`src/rtl/scc_pkg.sv`:
```
package scc_pkg;

  typedef enum logic [1:0] {
    OP_CLEAR = 2'd0,
    OP_LOAD  = 2'd1,
    OP_COUNT = 2'd2,
    OP_HOLD  = 2'd3
  } scc_op_e;

  // priority: clear, then load, then count, else hold
  function automatic scc_op_e pick_op(input logic clr_n, input logic ld_n,
                                      input logic ep, input logic et);
    if (!clr_n)          return OP_CLEAR;
    else if (!ld_n)      return OP_LOAD;
    else if (ep && et)   return OP_COUNT;
    else                 return OP_HOLD;
  endfunction

endpackage

```
`src/rtl/scc_ctrl.sv`:
```
module scc_ctrl
  import scc_pkg::*;
(
  input  logic    clear_n,
  input  logic    load_n,
  input  logic    en_par,
  input  logic    en_chain,
  output scc_op_e op
);

  always_comb op = pick_op(clear_n, load_n, en_par, en_chain);

endmodule

```
`src/rtl/scc_next.sv`:
```
module scc_next
  import scc_pkg::*;
#(
  parameter int WIDTH = 4
) (
  input  scc_op_e          op,
  input  logic [WIDTH-1:0] q,
  input  logic [WIDTH-1:0] d,
  output logic [WIDTH-1:0] nxt
);

  logic             cnt;
  logic [WIDTH-1:0] low_ones;  // all bits below i are one
  logic [WIDTH-1:0] tog;       // bit i flips this edge
  logic [WIDTH-1:0] stepped;

  assign cnt = (op == OP_COUNT);

  for (genvar i = 0; i < WIDTH; i++) begin : g_bit
    if (i == 0) begin : g_lsb
      assign low_ones[i] = 1'b1;
    end else begin : g_up
      assign low_ones[i] = low_ones[i-1] & q[i-1];
    end
    assign tog[i]     = cnt & low_ones[i];
    assign stepped[i] = q[i] ^ tog[i];
  end

  always_comb begin
    unique case (op)
      OP_CLEAR: nxt = '0;
      OP_LOAD:  nxt = d;
      OP_COUNT: nxt = stepped;
      default:  nxt = q;
    endcase
  end

endmodule

```
`src/rtl/scc_carry.sv`:
```
module scc_carry #(
  parameter int WIDTH = 4
) (
  input  logic [WIDTH-1:0] q,
  input  logic             en_chain,
  output logic             carry
);

  function automatic logic is_top(input logic [WIDTH-1:0] v);
    return &v;
  endfunction

  assign carry = en_chain & is_top(q);

endmodule

```
`src/rtl/sync_cascade_counter.sv`:
```
module sync_cascade_counter
  import scc_pkg::*;
#(
  parameter int WIDTH = 4
) (
  input  logic             clk,
  input  logic             rst_n,
  input  logic             clear_n,
  input  logic             load_n,
  input  logic             en_par,
  input  logic             en_chain,
  input  logic [WIDTH-1:0] load_val,
  output logic [WIDTH-1:0] count,
  output logic             carry_out
);

  scc_op_e          op;
  logic [WIDTH-1:0] state_q;
  logic [WIDTH-1:0] state_d;

  scc_ctrl u_ctrl (
    .clear_n  (clear_n),
    .load_n   (load_n),
    .en_par   (en_par),
    .en_chain (en_chain),
    .op       (op)
  );

  scc_next #(.WIDTH(WIDTH)) u_next (
    .op  (op),
    .q   (state_q),
    .d   (load_val),
    .nxt (state_d)
  );

  scc_carry #(.WIDTH(WIDTH)) u_carry (
    .q        (state_q),
    .en_chain (en_chain),
    .carry    (carry_out)
  );

  always_ff @(posedge clk or negedge rst_n) begin
    if (!rst_n) state_q <= '0;
    else        state_q <= state_d;
  end

  assign count = state_q;

endmodule

```
`config.mk`:
```
export PLATFORM = sky130hd
export DESIGN_NAME = sync_cascade_counter
export DESIGN_NICKNAME = d
export VERILOG_FILES = /design/src/rtl/scc_pkg.sv /design/src/rtl/scc_ctrl.sv /design/src/rtl/scc_next.sv /design/src/rtl/scc_carry.sv /design/src/rtl/sync_cascade_counter.sv
export SDC_FILE = /design/constraint.sdc
export NUM_CORES = 1
export LEC_CHECK = 0
export ABC_AREA = 1
export BUFFER_PORTS_ARGS = -buffer_cell sky130_fd_sc_hd__buf_2
export CAP_MARGIN = 20
export CELL_PAD_IN_SITES_DETAIL_PLACEMENT = 1
export CELL_PAD_IN_SITES_GLOBAL_PLACEMENT = 1
export CORE_AREA = 10 10 47 49
export DETAILED_ROUTE_END_ITERATION = 10
export DIE_AREA = 0 0 57 59
export GPL_TIMING_DRIVEN = 0
export PLACE_DENSITY = 0.57
export SYNTH_ARGS = -nofsm -noshare
export SYNTH_HDL_FRONTEND = slang
export SYNTH_SLANG_ARGS = --single-unit
```
`constraint.sdc`:
```
create_clock -name clk -period 0.8 [get_ports clk]
set_input_delay 0.04 -clock clk [delete_from_list [all_inputs] [get_ports clk]]
set_output_delay 0.04 -clock clk [all_outputs]
set_load 0.005 [all_outputs]
```
==> summary.md <==
| Metric | Value |
|---|---|
| Post-synthesis sequential area ratio | `38.6%` |
| GPL Wtd Cong | `~0.7` |
| Worst Skew | `around 0.0015 ns` |
| Cell taking the most area after synthesis | `dfrtp_1` |
| Die Area | `3360 um2` |
| Period utilisation layout | `132%` |
| Failing checks | `negative setup slack` |
| Most frequent CP cell | `nand2_2` |
| Clock net sink count | `4` |
| Root Buffer | `clkbuf_4` |
| Setup crit end kind | `output port` |
| Global Route Usage Sum | `about 6.7%` |
| Status | `finished, violations left` |
| Starting DRC count in detailed routing | `4` |
| # nets final | `80` |
| CTS Buffer Depth | `2` |
| Via count | `roughly 360` |
| Setup WS post-layout | `-0.256 ns` |
| RSZ-0062 raised after global routing | `true` |
| Post-synth top area share | `between 30 and 40%` |
| Diode count | `0` |
| Site Rows | `14` |
| Overflow after GRT | `0` |
| Largest register FFs | `4` |
| Fmax | `roughly 950 MHz` |
| Worst hold path type | `input pin to register` |
| Synth area leaders | `dfrtp_1 39%, nand3_1 21%, nand2_1 17%, inv_1 10%, nor2_1 4.3%` |
| CTS tree | `built` |
| Crit path launch type | `register` |
| CP max stage cell | `dfrtp_1` |
| Pint | `486 uW` |
| Synth warn | `0` |
| Lkg Pwr | `0.000289 uW` |
| Routed WL | `1.03 mm` |
| Reg-to-reg setup timing slack | `-0.22 ns` |
| Antenna violations before repair | `0` |
| Slew margin rel. | `84.9%` |
| DR vias/cell | `4.31` |
| Slew @ Worst Pin | `0.226 ns` |
| Crit path time final | `approximately 1.1 ns` |
| Avg Cell Area, Syn | `roughly 6.5 um2` |
| Crit-path cells | `nand2_2 -> inv_2 -> nand2_2 -> nor2_1 -> buf_2` |
| Netlist cell types | `8` |
| Worst Path Required | `0.76 ns` |
| Post-synthesis cell count | `40` |
| Final-layout fill cell count | `approximately 200` |
| TritonCTS buffer count | `3` |
| Switching share of power | `26.7%` |
| Routed Antenna Nets | `0` |
| Max capacitance violation total | `0` |
| Switch Pwr | `178 uW` |
| Fin Hold WS | `0.0600 ns` |
| Commonest cells in the netlist | `12 x nand2_1, 11 x nand3_1, 7 x inv_1` |
| Synth Flop Type | `dfrtp_1` |
| Syn nets | `50` |
| Final Max Tran Viols | `0` |
| Final setup violation count | `8` |
| Worst VDD drop | `around 0.95 mV` |
| Global-route wire length before repair | `approximately 1.8 mm` |
| CORE AREA | `1400 um2` |
| Synthesized flop and latch total | `4` |
| Max incr delay on CP | `between 0.3 and 0.4 ns` |
| Share of post-route cells with drive strength above 1 | `between 60% and 70%` |
| Seq pwr share | `~34%` |
| Clk pin slew, worst setup/hold paths | `0.04 ns` |
| DIE WIDTH | `57 um` |
| Final Hold Fails | `0` |
| Vias in the first global route | `411` |
| Post-synth EDFFs | `0` |
| Count leader, synth | `nand2_1` |
| Reg area | `approximately 100 um2` |
| Worst Path Class, Setup | `register to output port` |
| Post-detail-place hpwl | `687 um` |
| Largest net degree at the start of global routing | `6` |
| Starting Density | `18.5%` |
| Initial DRT Pass Iterations | `3` |
| Area of the multi-input gates | `168 um2` |
| Total chip power | `664 uW` |
| Htree depth | `1` |
| Die height | `59 um` |
| Combinational share of power | `approximately 28%` |
| Clock power share | `37.5%` |
| Syn-to-layout area delta | `100%` |
| Mapped Area | `259 um2` |
| Drt drc | `0` |
| CP max FO | `2` |
| Async SR Flop Fraction | `100%` |
| Post-DR wirelength/cell | `12.3 um` |
| # port buffers | `14` |
| Ports | `15` |
| Clock latency on the worst-skew pair | `0.23 ns` |
| Power Density | `between 1000 and 1500 nW/um2` |
| Data arrival, critical path | `1.02 ns` |
## critical path, delay by kind of cell, from the launching register on
| kind | cells | cell delay, ns |
|---|---|---|
| buffers and inverters | 2 | 0.19 |
| DFF | 1 | 0.37 |
| and+or+nand+nor | 3 | 0.23 |
## final timing paths
kind / cells past startpoint / endpoint / start
min reg2reg: 3 / count[0] / count[0]
max in group asynchronous: 2 / count[1] / rst_n
min in group asynchronous: 2 / count[2] / rst_n
max: 5 / carry_out / count[1]
min: 3 / count[0] / load_val[0]
max reg2reg: 6 / count[3] / count[2]
## power by group through the flow
stage	registers [uW]	clock network (uW)	logic [uW]
floorplan	235	0	40.2
global placement	238	0	94.2
detailed placement	238	0	95.8
CTS	226	261	159
global route	229	276	210
finish	228	249	187
## layer usage
metal  global-route usage [%]  wire length, um  vias up
met4                     1.01                0        0
met3                     4.29               60        0
met2                     11.3              535       11
met5                        0                0        -
met1                     6.92              434      169
li1                         -                -      182
## cell families after synthesis
group,count (synthesis),share of synthesized area [%]
buf+inv,7,10.1
flops,4,38.6
compound gates,1,3.38
simple gates,28,47.8
## final cells by class
type,count,share of cell area [%]
timing repair buffer,25,35.2
multi-input combinational,29,32.3
sequential,4,19.3
inverter,7,5.06
tap,16,3.86
clock buffer,3,4.34
## metrics by stage
stage          setup WS [ns]  instance area [um2]  instances  setup TNS [ns]  util, %
5_1_grt               -0.326                  519         84           -2.00     37.1
2_1_floorplan        -0.0378                  259         40         -0.0378        -
4_1_cts               -0.242                  465         81           -1.02     33.2
3_3_place_gp          -0.144                  349         70          -0.379     24.9
3_5_place_dp          -0.132                  349         70          -0.387     24.9
6_report              -0.256                  519         84           -1.53     37.1
## placed cells by master (no fill, tap or decap), types with 3 or more instances in the layout
cell | Yosys | routed
buf_2 | 0 | 12
nand2_1 | 12 | 8
nand2_2 | 1 | 5
inv_1 | 7 | 5
buf_6 | 0 | 6
buf_4 | 0 | 6
dfrtp_1 | 4 | 4
nand3_2 | 0 | 3
nand3_1 | 11 | 8
clkbuf_4 | 0 | 3
## timing repair
| item | in CTS | in global routing |
|---|---|---|
| hold buffers | 1 | 0 |
| cloned | 0 | 0 |
| resized for setup | 8 | 10 |
| pin swaps | 1 | 4 |
| endpoints found under the hold margin | 4 | 0 |
| setup buffers | 7 | 4 |
| endpoints found under the setup margin | 8 | 9 |
Power figures use the tool's default switching activity.
